[config.mk]
export PLATFORM = sky130hd
export DESIGN_NAME = mm_unit
export DESIGN_NICKNAME = d
export VERILOG_FILES = /design/src/rtl/mm_pkg.sv /design/src/rtl/mm_decode.sv /design/src/rtl/mm_select.sv /design/src/rtl/mm_cond.sv /design/src/rtl/mm_unit.sv
export SDC_FILE = /design/constraint.sdc
export NUM_CORES = 1
export LEC_CHECK = 0
export CAP_MARGIN = 5
export CELL_PAD_IN_SITES_DETAIL_PLACEMENT = 2
export CELL_PAD_IN_SITES_GLOBAL_PLACEMENT = 2
export CORE_ASPECT_RATIO = 0.8
export CORE_MARGIN = 2
export CORE_UTILIZATION = 24
export DETAILED_ROUTE_END_ITERATION = 16
export PLACE_DENSITY_LB_ADDON = 0.05
export SLEW_MARGIN = 20
export SYNTH_ARGS = -nofsm -noshare
export SYNTH_HDL_FRONTEND = slang
export SYNTH_SLANG_ARGS = --single-unit
[constraint.sdc]
create_clock -name clk -period 6.2 [get_ports clk]
set_input_delay 0.93 -clock clk [delete_from_list [all_inputs] [get_ports clk]]
set_output_delay 0.93 -clock clk [all_outputs]
set_load 0.01 [all_outputs]
[src/rtl/mm_pkg.sv]
package mm_pkg;
    localparam int XLEN      = 64;
    localparam int ILEN      = 32;
    localparam int IDXW      = 5;
    localparam int CFW       = 4;
    localparam int POW       = 6;
    localparam int XOW       = 10;

    localparam logic [POW-1:0] PRIMARY_OP = 6'd22;
    localparam logic [XOW-1:0] XO_MAXS    = 10'b0111001110;
    localparam logic [XOW-1:0] XO_MAXU    = 10'b0011001110;
    localparam logic [XOW-1:0] XO_MINS    = 10'b0101001110;
    localparam logic [XOW-1:0] XO_MINU    = 10'b0001001110;

    typedef enum logic [1:0] {
        SEL_MAXS = 2'd0,
        SEL_MAXU = 2'd1,
        SEL_MINS = 2'd2,
        SEL_MINU = 2'd3
    } sel_op_e;

    typedef struct packed {
        logic            legal;
        sel_op_e         op;
        logic            rec;
        logic [IDXW-1:0] rt;
    } dec_t;

    function automatic logic op_is_max(sel_op_e op);
        return (op == SEL_MAXS) || (op == SEL_MAXU);
    endfunction

    function automatic logic op_is_signed(sel_op_e op);
        return (op == SEL_MAXS) || (op == SEL_MINS);
    endfunction
endpackage

[src/rtl/mm_decode.sv]
module mm_decode
    import mm_pkg::*;
(
    input  logic [ILEN-1:0] instr,
    output dec_t            dec
);
    logic [POW-1:0] prim;
    logic [XOW-1:0] xo;
    logic           xo_hit;
    sel_op_e        op_sel;
    logic           unused_src_fields;

    assign prim = instr[ILEN-1 -: POW];
    assign xo   = instr[XOW:1];
    assign unused_src_fields = ^instr[20:11];

    always_comb begin
        xo_hit = 1'b1;
        op_sel = SEL_MAXS;
        unique case (xo)
            XO_MAXS: op_sel = SEL_MAXS;
            XO_MAXU: op_sel = SEL_MAXU;
            XO_MINS: op_sel = SEL_MINS;
            XO_MINU: op_sel = SEL_MINU;
            default: xo_hit = 1'b0;
        endcase
    end

    always_comb begin
        dec.legal = (prim == PRIMARY_OP) && xo_hit;
        dec.op    = op_sel;
        dec.rec   = instr[0];
        dec.rt    = instr[25:21];
    end
endmodule

[src/rtl/mm_select.sv]
module mm_select
    import mm_pkg::*;
#(
    parameter int W = XLEN
) (
    input  sel_op_e      op,
    input  logic [W-1:0] a,
    input  logic [W-1:0] b,
    output logic [W-1:0] y
);
    logic [W-1:0] a_k, b_k;
    logic         a_gt, a_lt, pick_a;

    // Flipping the sign bits turns a two's-complement order into an unsigned one.
    assign a_k = op_is_signed(op) ? {~a[W-1], a[W-2:0]} : a;
    assign b_k = op_is_signed(op) ? {~b[W-1], b[W-2:0]} : b;

    assign a_gt   = a_k > b_k;
    assign a_lt   = a_k < b_k;
    assign pick_a = op_is_max(op) ? a_gt : a_lt;
    assign y      = pick_a ? a : b;
endmodule

[src/rtl/mm_cond.sv]
module mm_cond
    import mm_pkg::*;
#(
    parameter int W = XLEN
) (
    input  logic [W-1:0]   value,
    input  logic           so,
    output logic [CFW-1:0] cf
);
    logic neg, zero;
    assign neg  = value[W-1];
    assign zero = (value == '0);
    assign cf   = {neg, ~neg & ~zero, zero, so};
endmodule

[src/rtl/mm_unit.sv]
module mm_unit
    import mm_pkg::*;
#(
    parameter int W = XLEN
) (
    input  logic            clk,
    input  logic            rst,
    input  logic            in_valid,
    input  logic [ILEN-1:0] instr,
    input  logic [W-1:0]    opa,
    input  logic [W-1:0]    opb,
    input  logic            so_in,
    output logic            out_valid,
    output logic [W-1:0]    result,
    output logic [IDXW-1:0] dest_idx,
    output logic            cond_we,
    output logic [CFW-1:0]  cond_field,
    output logic            illegal
);
    dec_t           dec;
    logic [W-1:0]   sel_y;
    logic [CFW-1:0] cf_next;
    logic           take, take_cf;

    mm_decode u_dec (.instr(instr), .dec(dec));

    mm_select #(.W(W)) u_sel (.op(dec.op), .a(opa), .b(opb), .y(sel_y));

    mm_cond #(.W(W)) u_cf (.value(sel_y), .so(so_in), .cf(cf_next));

    assign take    = in_valid & dec.legal;
    assign take_cf = take & dec.rec;

    always_ff @(posedge clk) begin
        if (rst) begin
            out_valid  <= 1'b0;
            illegal    <= 1'b0;
            cond_we    <= 1'b0;
            result     <= '0;
            dest_idx   <= '0;
            cond_field <= '0;
        end else begin
            out_valid <= take;
            illegal   <= in_valid & ~dec.legal;
            cond_we   <= take_cf;
            if (take) begin
                result   <= sel_y;
                dest_idx <= dec.rt;
            end
            if (take_cf) begin
                cond_field <= cf_next;
            end
        end
    end
endmodule

==> run summary, run 1 <==
run status -> complete, no violations
Place WS -> 1.18 ns
Logic pwr share -> 0.236
Synth Register Bits -> 76
largest net degree at the start of global routing -> 76
Max Clk Rate -> 0.218 GHz
CP Buf/Inv Count -> 3
layout cells sized above 1 -> 0.0397
slowest cell delay on critical path -> 0.65 ns
Synth-to-Final Area Change -> 52.0%
drc violations -> 0
Psw -> 424 uW
CTS tree -> built
global-route usage over all layers -> 0.233
Max-Cap Viols -> 0
CP cell instances -> clkdlybuf4s50_1, inv_1, ha_1, nand4_1, nor4_1, o31ai_1, a41o_1, nand3_2, buf_4, a41oi_1, a211oi_1
final worst slack -> 1.60 ns
VDD IR max -> 0.124 mV
Leakage -> 3.04 nW
Routed Antenna Nets -> 0
Worst Path Required -> 6.44 ns
clk_lat worst skew -> 0.36 ns
top-area cell type share of the netlist area -> 0.282
first-pass GRT wire length -> 42.1 mm
number of antenna violations at the first check in global routing -> 1
io pins -> 240
Setup CP Type -> input pin to flop
CTS buffer count -> 9
Critical Path End Type -> flop
Sink Count -> 76
via count -> 6447
CP startpoint kind -> input pin
period utilization -> 0.741
Die X-Extent -> 172 um
vias in the first global route -> 6925
synthesized cell area -> 5390 um2
post-layout util -> 0.368
Reg clk slew, reported paths -> 0.07 ns
Finish-stage setup viols -> 0
per-cell routed wire length -> 22.9 um
Routed WL -> 27.8 mm
Sw Share -> 0.313
CTS Root Cell -> clkbuf_16
final layout net count -> 1129
min Tclk post-route -> 4.60 ns
largest cells by area after synthesis -> dfxtp_1 (28%), ha_1 (15%), a211oi_1 (9.5%), a31oi_1 (7.5%), o21ai_0 (5.4%)
Crit-path slowest cell -> nor4_1
DP Area -> 7910 um2
number of iterations in the first detailed-routing pass -> 4
worst rel slew slack -> 0.320
mean area per synthesized cell -> 7.65 um2
Final Max Tran Viols -> 0
H-tree depth -> 3
Syn Nets -> 932
grt total ovfl -> 0
clock network power share -> 0.404
RSZ-0062 raised after global routing -> false
Mapped Cells -> 705
total negative setup slack -> 0 ns
CTS Buffer Depth -> 2
Post-synth EDFFs -> 0
biggest area consumer among synthesized cells -> dfxtp_1
DRT iter0 DRCs -> 234
# Post-CTS Setup Buffers -> 0
CP Max Fanout -> 47
YS warnings -> 0
Reg power frac -> 0.361
drt via density -> 5.31
Synth cell types -> 47
Die Height -> 138 um
number of buffers added on ports -> 229
Post-Route Skew -> 0 ns
antenna fix cells -> 0
WP data arrival -> 4.84 ns
Placeable Area -> 22300 um2
Final Cell Area -> 8190 um2
# rows -> 49
full die area -> 23700 um2
post_cts resized -> 0
Final GP Congestion -> 0.799
Worst Tran Pin Value -> 1.02 ns
CP top delay family -> simple AND/OR/NAND/NOR gates
Primary FF master, synth -> dfxtp_1
Hold Buf Count CTS -> 0
Pint -> 930 uW
Power Density -> 165 nW/um2
asr flop ratio synth -> 0
post-synthesis sequential area ratio -> 0.282
Initial Utilization -> 0.242
worst min-delay path class -> flop to flop
hpwl dp -> 20.7 mm
Final Hold Vio Count -> 0
-- cells in the final DEF, fill, tap and decap left out, types with 2 or more instances in the layout --
| cell | Yosys | final |
|---|---|---|
| inv_1 | 65 | 65 |
| o21ai_1 | 18 | 18 |
| o21ai_0 | 58 | 58 |
| a21oi_1 | 33 | 33 |
| nand4_1 | 22 | 22 |
| nor4bb_1 | 2 | 2 |
| nand3_1 | 8 | 7 |
| a21o_1 | 3 | 3 |
| nor2b_1 | 4 | 4 |
| clkinv_2 | 0 | 2 |
| dfxtp_1 | 76 | 76 |
| a31oi_1 | 65 | 65 |
| clkbuf_8 | 0 | 2 |
| nand2_1 | 28 | 27 |
| or4_1 | 2 | 2 |
| nor4_1 | 36 | 36 |
| clkdlybuf4s50_1 | 0 | 228 |
| clkbuf_16 | 0 | 9 |
| nor2_1 | 75 | 75 |
| ha_1 | 63 | 63 |
| nor3_1 | 2 | 2 |
| a211oi_1 | 68 | 68 |
| buf_4 | 8 | 7 |
-- power by group through the flow --
stage,registers [mW],clock network (mW),logic [mW]
floorplan,0.500,0,0.129
global placement,0.500,0,0.305
detailed placement,0.500,0,0.318
CTS,0.488,0.557,0.320
global route,0.488,0.574,0.350
finish,0.488,0.546,0.319
-- layout make-up --
class                      instances  area (um2)
inverter                          65         244
clock buffer                      11         253
multi-input combinational        513        3400
sequential                        76        1520
clock inverter                     5        35.0
timing repair buffer             237        2360
tap                              306         383
fill                            2488       14100
-- through the flow --
stage / power [mW] / instances / hold WS, ns
floorplan: 0.628 / 705 / 0.481
global placement: 0.805 / 1197 / 0.441
detailed placement: 0.818 / 1197 / 0.458
CTS: 1.37 / 1213 / 0.468
global route: 1.41 / 1213 / 0.509
finish: 1.35 / 1213 / 0.465
-- cells in the mapped netlist, drive strengths merged, types with 2 or more instances --
cell type,n
a211oi,70
a21o,3
a21oi,33
a31oi,65
and2,3
and3,2
buf,20
clkbuf,31
dfxtp,76
ha,63
inv,65
nand2,28
nand3,8
nand4,22
nor2,75
nor2b,4
nor3,2
nor4,37
nor4b,2
nor4bb,2
o21ai,76
or4,2
-- cells by family (layout without fill, tap and decap cells) --
logic type | count (synthesis) | after routing | synth area share
AND/OR/NAND/NOR | 192 | 192 | 0.182
buffers and inverters | 116 | 318 | 0.0910
adder cells (fa/ha/maj) | 63 | 63 | 0.146
AO/OA/AOI/OAI | 258 | 258 | 0.298
flip-flops | 76 | 76 | 0.282
-- routing by layer --
metal,wire length (um),part of all wire,global-route usage
met3,1730,0.062,0.0478
met5,0,0,0
met1,13400,0.48,0.332
met2,12400,0.45,0.365
met4,231,0.0083,0.0428
-- registers in the layout, summed over array words and instances, names as in the netlist --
name,flops
result,64
out_valid,1
illegal,1
cond_field,4
cond_we,1
dest_idx,5
-- final timing paths --
check                           startpoint  slack, ns  depth (start not counted)                         end
setup / recovery                   opb[30]       1.60                         11  cond_field[2]$_SDFFE_PP0P_
hold / removal    dest_idx[4]$_SDFFE_PP0P_       0.46                          2    dest_idx[4]$_SDFFE_PP0P_
setup reg to reg   result[62]$_SDFFE_PP0P_       5.47                          2     result[62]$_SDFFE_PP0P_
hold reg to reg   dest_idx[4]$_SDFFE_PP0P_       0.46                          2    dest_idx[4]$_SDFFE_PP0P_
-- worst register-to-register path: stages, from the launching register on --
cell	delay, ns
dfxtp_1	0.38
nor2_1	0.06
a211oi_1	0.19
Power figures use the tool's default switching activity.
==> run 2, diff against run 1 <==
--- a/config.mk
+++ b/config.mk
@@ -10,7 +10,7 @@
 export CELL_PAD_IN_SITES_GLOBAL_PLACEMENT = 2
 export CORE_ASPECT_RATIO = 0.8
 export CORE_MARGIN = 2
-export CORE_UTILIZATION = 24
+export CORE_UTILIZATION = 23
 export DETAILED_ROUTE_END_ITERATION = 16
 export PLACE_DENSITY_LB_ADDON = 0.05
 export SLEW_MARGIN = 20
==> constraint.sdc (replaced) <==
create_clock -name clk -period 4.71 [get_ports clk]
set_input_delay 0.7065 -clock clk [delete_from_list [all_inputs] [get_ports clk]]
set_output_delay 0.7065 -clock clk [all_outputs]
set_load 0.01 [all_outputs]
==> run 2 against run 1 <==
  * Via count rose by 0.51%
  * Register-to-register slack worse by 1.5 ns
  * Sequential power up 32%
  * Critical endpoint is now result[30]$_SDFFE_PP0P_
  * Combinational power increased by 32%
  * Largest power group unchanged
==> run summary, run 2 (synthesized netlist as in run 1, its figures left out) <==
# Post-CTS Setup Buffers -> 0 (unchanged)
Initial Utilization -> 0.232 (-0.00996)
CP cell instances -> clkdlybuf4s50_1, inv_1, ha_1, nand4_1, a211oi_1, or4_1, a211oi_2, and3_4, buf_12, o21ai_0, a211oi_1
Sink Count -> 76 (unchanged)
H-tree depth -> 3 (unchanged)
drt via density -> 5.29 (-0.55%)
total negative setup slack -> 0 ns (unchanged)
Reg clk slew, reported paths -> 0.06 ns (about the same)
Leakage -> 3.08 nW (+1.5%)
top flop regs -> result x64, dest_idx x5, cond_field x4
slowest cell delay on critical path -> 0.62 ns (-0.03 ns)
CTS Root Cell -> clkbuf_16
Worst Tran Pin Value -> 0.704 ns (-0.316 ns)
Routed Antenna Nets -> 0 (unchanged)
DRT iter0 DRCs -> 246 (+5.1%)
leading cell type in the layout, fill and taps excluded -> clkdlybuf4s50_1
met3 wire length -> 1.45 mm (-16%)
worst reg2reg path startpoint -> result[54]$_SDFFE_PP0P_
most frequent cells in the layout -> clkdlybuf4s50_1 (228), dfxtp_1 (76), nor2_1 (75)
Psw -> 555 uW (+31%)
multi-input logic area -> 3400 um2 (unchanged)
per-cell routed wire length -> 22.7 um (-0.95%)
Hold Path End -> dest_idx[4]$_SDFFE_PP0P_
final layout net count -> 1135 (+0.53%)
hold path start -> dest_idx[4]$_SDFFE_PP0P_
Register-to-Register Path Depth -> 2 (unchanged)
WP data arrival -> 4.26 ns (-0.58 ns)
CP Buf/Inv Count -> 3 (unchanged)
Worst path most repeated cell -> a211oi_1
CP startpoint kind -> input pin
Die X-Extent -> 175 um (+2.1%)
Setup CP Type -> input pin to flop
Finish-stage setup viols -> 0 (unchanged)
CTS buffer count -> 9 (unchanged)
Worst R2R Setup Slack -> 3.98 ns (-1.49 ns)
via count -> 6480 (+0.51%)
Die Height -> 141 um (+2.1%)
drc violations -> 0 (unchanged)
Logic pwr share -> 0.230 (-0.006)
post_cts resized -> 0 (unchanged)
CTS tree -> built
worst min-delay path class -> flop to flop
Routed WL -> 27.8 mm (+0.11%)
# rows -> 50 (+2.0%)
layout cells sized above 1 -> 0.0460 (+0.00631)
Met1 Routed Length -> 13.2 mm (-1.2%)
Critical Path End Type -> flop
Top reg by flops -> result
CP Max Fanout -> 43 (-8.5%)
worst rel slew slack -> 0.527 (+0.207)
vias in the first global route -> 7159 (+3.4%)
full die area -> 24700 um2 (+4.2%)
run status -> complete, no violations
largest net degree at the start of global routing -> 56 (-26%)
Sw Share -> 0.302 (-0.0108)
first-pass GRT wire length -> 43.0 mm (+2.0%)
number of buffers added on ports -> 229 (unchanged)
Final GP Congestion -> 0.808 (+1.2%)
number of iterations in the first detailed-routing pass -> 4 (unchanged)
CP top delay family -> simple AND/OR/NAND/NOR gates
top sig layer -> met4
number of antenna violations at the first check in global routing -> 1 (unchanged)
RSZ-0062 raised after global routing -> false
Reg power frac -> 0.350 (-0.011)
Hold Buf Count CTS -> 0 (unchanged)
grt total ovfl -> 0 (unchanged)
Power Density -> 221 nW/um2 (+34%)
Max Clk Rate -> 0.250 GHz
period utilization -> 0.850
post-layout util -> 0.358 (-0.0101)
CTS Buffer Depth -> 2 (unchanged)
global-route usage over all layers -> 0.227 (-0.00625)
Crit-path slowest cell -> and3_4
Final Max Tran Viols -> 0 (unchanged)
Pint -> 1.28 mW (+38%)
Post-Route Skew -> 0 ns (unchanged)
routed wl met2 -> 12.9 mm (+3.9%)
VDD IR max -> 0.145 mV (+17%)
Worst Path Required -> 4.96 ns (-1.48 ns)
io pins -> 240 (unchanged)
hpwl dp -> 21.4 mm (+3.2%)
Max-Cap Viols -> 0 (unchanged)
Synth-to-Final Area Change -> 54.1%
FILL cells -> 2605 (+4.7%)
max FFs per register -> 64 (unchanged)
Final Hold Vio Count -> 0 (unchanged)
clock network power share -> 0.420 (+0.016)
min Tclk post-route -> 4.00 ns
Sequential Area -> 1520 um2 (unchanged)
clk_lat worst skew -> 0.35 ns (about the same)
Placeable Area -> 23200 um2 (+4.3%)
Reg-to-Reg End -> result[54]$_SDFFE_PP0P_
hold path depth -> 2 (unchanged)
==> run 2: changes by cell type in the layout (fill, tap and decap cells not counted) <==
cell / delta
buf_12: +3
buf_4: +3
bufinv_16: +1
clkinv_2: -1
clkinv_4: -1
clkinvlp_4: +1
diode_2: +1
==> run 2: worst min-delay path: cells and delay by family (launching register included) <==
| family | cells | cell delay, ns |
|---|---|---|
| AOI/OAI and AO/OA | 1 | 0.05 |
| DFF | 1 | 0.31 |
| and+or+nand+nor | 1 | 0.05 |
==> run 2: metrics by stage <==
| stage | hold slack [ns] | instance area [um2] | cells | worst slack [ns] | power, mW |
|---|---|---|---|---|---|
| final | 0.456 | 8310 | 1226 | 0.706 | 1.84 |
| after global routing | 0.479 | 8310 | 1226 | 0.469 | 1.93 |
| after CTS | 0.463 | 8310 | 1225 | 0.666 | 1.86 |
| after detailed placement | 0.453 | 8000 | 1209 | 0.288 | 1.08 |
| after global placement | 0.441 | 8000 | 1209 | 0.447 | 1.06 |
| after floorplan | 0.481 | 5390 | 705 | 1.68 | 0.827 |
==> run 2: layout make-up <==
type	count	area share
inverters	65	0.0294
diodes	1	0.000301
repair buffers	243	0.294
clock inverters	5	0.00708
multi-input cells	513	0.409
flip-flops and latches	76	0.183
clock buffers	11	0.0304
well taps	312	0.0470
==> run 2: power by group through the flow <==
stage | sequential [mW] | clock [mW] | combinational, mW
after global placement | 0.658 | 0 | 0.404
final | 0.643 | 0.771 | 0.422
after detailed placement | 0.658 | 0 | 0.422
after floorplan | 0.658 | 0 | 0.169
after global routing | 0.642 | 0.818 | 0.464
after CTS | 0.643 | 0.791 | 0.426
==> run 2: per-layer routing <==
layer | global-route usage | vias up
met2 | 0.374 | 178
met3 | 0.0453 | 13
met4 | 0.0447 | 0
li1 | - | 3053
met1 | 0.308 | 3236
met5 | 0 | -
==> run 2: worst max-delay path by stage <==
| stage | from | slack [ns] | endpoint | cells past startpoint |
|---|---|---|---|---|
| floorplan | opb[35] | 1.68 | result[10]$_SDFFE_PP0P_ | 12 |
| global placement | opb[33] | 0.45 | result[10]$_SDFFE_PP0P_ | 12 |
| detailed placement | opb[47] | 0.29 | result[10]$_SDFFE_PP0P_ | 11 |
| CTS | opb[47] | 0.67 | result[10]$_SDFFE_PP0P_ | 11 |
| global route | opb[47] | 0.47 | result[23]$_SDFFE_PP0P_ | 11 |
| finish | opb[47] | 0.71 | result[30]$_SDFFE_PP0P_ | 11 |
==> run 3, diff against run 2 <==
--- a/config.mk
+++ b/config.mk
@@ -12,7 +12,7 @@
 export CORE_MARGIN = 2
 export CORE_UTILIZATION = 23
 export DETAILED_ROUTE_END_ITERATION = 16
-export PLACE_DENSITY_LB_ADDON = 0.05
+export PLACE_DENSITY = 0.92
 export SLEW_MARGIN = 20
 export SYNTH_ARGS = -nofsm -noshare
 export SYNTH_HDL_FRONTEND = slang
==> run 3 against run 2 <==
  * Clock power decreased by 1%
  * First-iteration DRC count increased by 48%
  * Sequential power about the same
  * Hold slack improved by 0.0071 ns
  * Via count increased by 1.7%
  * Register-to-register slack about the same
  * Global-route usage about the same
  * Maximum frequency increased by 0.50%
  * Combinational power about the same
  * Critical path type unchanged
  * Largest power group unchanged
  * Core utilization unchanged
  * Die area unchanged
  * Critical endpoint is now result[25]$_SDFFE_PP0P_
  * Sequential share of layout area unchanged
==> run summary, run 3 (synthesized netlist as in run 1, its figures left out) <==
vias in the first global route -> 7217 (+0.81%)
VDD IR max -> 0.169 mV (+17%)
Synth-to-Final Area Change -> 54.1% (unchanged)
worst rel slew slack -> 0.436 (-0.0903)
final layout net count -> 1139 (+0.35%)
Max Clk Rate -> 0.251 GHz (+0.50%)
Worst Path Required -> 4.96 ns (about the same)
number of iterations in the first detailed-routing pass -> 5 (+1)
Sink Count -> 76 (unchanged)
CTS Root Cell -> clkbuf_16
Die Height -> 141 um (unchanged)
worst min-delay path class -> flop to flop
min Tclk post-route -> 3.98 ns (-0.0199 ns)
Top reg by flops -> result
Global Route met3 Usage -> 0.0502 (+0.00485)
CTS Buffer Depth -> 2 (unchanged)
clock network power share -> 0.417 (-0.003)
GRT busiest layer -> met2
Pint -> 1.30 mW (+1.5%)
Power Density -> 220 nW/um2 (-0.23%)
Initial Utilization -> 0.232 (unchanged)
overall power -> 1.83 mW (-0.23%)
number of buffers added on ports -> 229 (unchanged)
first-pass GRT wire length -> 43.0 mm (about the same)
Reg power frac -> 0.351 (about the same)
post-layout util -> 0.358 (unchanged)
largest net degree at the start of global routing -> 46 (-18%)
Crit-path slowest cell -> and3_4
full die area -> 24700 um2 (unchanged)
Logic pwr share -> 0.232 (+0.002)
Reg clk slew, reported paths -> 0.07 ns (about the same)
Leakage -> 3.09 nW (+0.32%)
Place WS -> 0.380 ns (+0.0926 ns)
via count -> 6592 (+1.7%)
max FFs per register -> 64 (unchanged)
H-tree depth -> 3 (unchanged)
Sw Share -> 0.290 (-0.0121)
Post-Route Skew -> 0 ns (unchanged)
post_cts resized -> 0 (unchanged)
Final GP Congestion -> 0.831 (+2.8%)
WP data arrival -> 4.23 ns (-0.03 ns)
Max-Cap Viols -> 0 (unchanged)
total negative setup slack -> 0 ns (unchanged)
CP startpoint kind -> input pin
Final Cell Area -> 8310 um2 (unchanged)
run status -> complete, no violations
slowest cell delay on critical path -> 0.58 ns (-0.04 ns)
layout cells sized above 1 -> 0.0480 (+0.00203)
Psw -> 531 uW (-4.2%)
Hold Buf Count CTS -> 0 (unchanged)
drc violations -> 0 (unchanged)
Die X-Extent -> 175 um (unchanged)
# Post-CTS Setup Buffers -> 0 (unchanged)
RSZ-0062 raised after global routing -> false
global-route usage over all layers -> 0.227 (about the same)
Finish-stage setup viols -> 0 (unchanged)
Worst Tran Pin Value -> 0.838 ns (+0.134 ns)
CTS buffer count -> 9 (unchanged)
DP Area -> 8000 um2 (about the same)
per-cell routed wire length -> 23.1 um (+1.9%)
drt via density -> 5.36 (+1.5%)
io pins -> 240 (unchanged)
clk_lat worst skew -> 0.35 ns (about the same)
Setup CP Type -> input pin to flop
dpl cells -> 1213 (+0.33%)
FILL cells -> 2614 (+0.35%)
Final Max Tran Viols -> 0 (unchanged)
CP Max Fanout -> 38 (-12%)
Min Hold Slack -> 0.463 ns (+0.00706 ns)
period utilization -> 0.846 (-0.00423)
# rows -> 50 (unchanged)
non-filler cells, final -> 1229 (+0.24%)
grt total ovfl -> 0 (unchanged)
DRT iter0 DRCs -> 364 (+48%)
Placeable Area -> 23200 um2 (unchanged)
number of antenna violations at the first check in global routing -> 1 (unchanged)
Routed WL -> 28.4 mm (+2.1%)
leading cell type in the layout, fill and taps excluded -> clkdlybuf4s50_1
Critical Path End Type -> flop
most frequent cells in the layout -> clkdlybuf4s50_1 (228), dfxtp_1 (76), nor2_1 (75)
Final Hold Vio Count -> 0 (unchanged)
final worst slack -> 0.726 ns (+0.0199 ns)
CTS tree -> built
hpwl dp -> 21.7 mm (+1.4%)
met1 Use GR -> 0.296 (-0.0114)
met2 usage in global routing -> 0.381 (+0.00725)
CP cell instances -> clkdlybuf4s50_1, inv_1, ha_1, a21oi_1, o21ai_0, a221o_1, o31ai_1, a41o_1, and3_4, buf_4, o21ai_1, a211oi_1
top flop regs -> result x64, dest_idx x5, cond_field x4
Routed Antenna Nets -> 0 (unchanged)
-- run 3: cell types whose count changed in the layout (fill, tap and decap cells not counted), sizes merged --
cell	previous run	this run
bufinv	1	2
buf	15	19
clkinvlp	2	1
clkinv	1	2
inv	66	65
clkbuf	11	10
-- run 3: layer usage --
layer	vias up	routed length (um)
met2	218	13400
li1	3068	-
met5	-	0
met4	0	372
met3	21	1690
met1	3285	13000
-- run 3: critical path, delay by kind of cell --
kind	cells	cell delay, ns
AO/OA/AOI/OAI	7	1.79
adder cells (fa/ha/maj)	1	0.29
buffers and inverters	3	0.88
AND/OR/NAND/NOR	1	0.58
-- run 3: final cells by class --
type | instances | area (um2) | area share
Antenna cell | 1 | 2.50 | 0.000301
Clock buffer | 10 | 229 | 0.0276
Clock inverter | 5 | 77.6 | 0.00934
Inverter | 65 | 244 | 0.0294
Multi-Input combinational cell | 513 | 3400 | 0.409
Sequential cell | 76 | 1520 | 0.183
Tap cell | 312 | 390 | 0.0470
Timing Repair Buffer | 247 | 2450 | 0.295
-- run 3: power groups by stage --
| stage | combinational (mW) | sequential (mW) | clock [mW] |
|---|---|---|---|
| after global routing | 0.465 | 0.643 | 0.813 |
| after CTS | 0.426 | 0.643 | 0.784 |
| final | 0.425 | 0.643 | 0.763 |
| after floorplan | 0.169 | 0.658 | 0 |
| after global placement | 0.403 | 0.658 | 0 |
| after detailed placement | 0.420 | 0.658 | 0 |
-- run 3: path summary, 6_finish.rpt --
kind / depth (start not counted) / slack [ns] / from / endpoint
worst max-delay path: 12 / 0.73 / opb[7] / result[25]$_SDFFE_PP0P_
worst min-delay path: 2 / 0.46 / cond_field[0]$_SDFFE_PP0P_ / cond_field[0]$_SDFFE_PP0P_
worst max register to register: 2 / 3.97 / result[59]$_SDFFE_PP0P_ / result[59]$_SDFFE_PP0P_
worst min register to register: 2 / 0.46 / cond_field[0]$_SDFFE_PP0P_ / cond_field[0]$_SDFFE_PP0P_
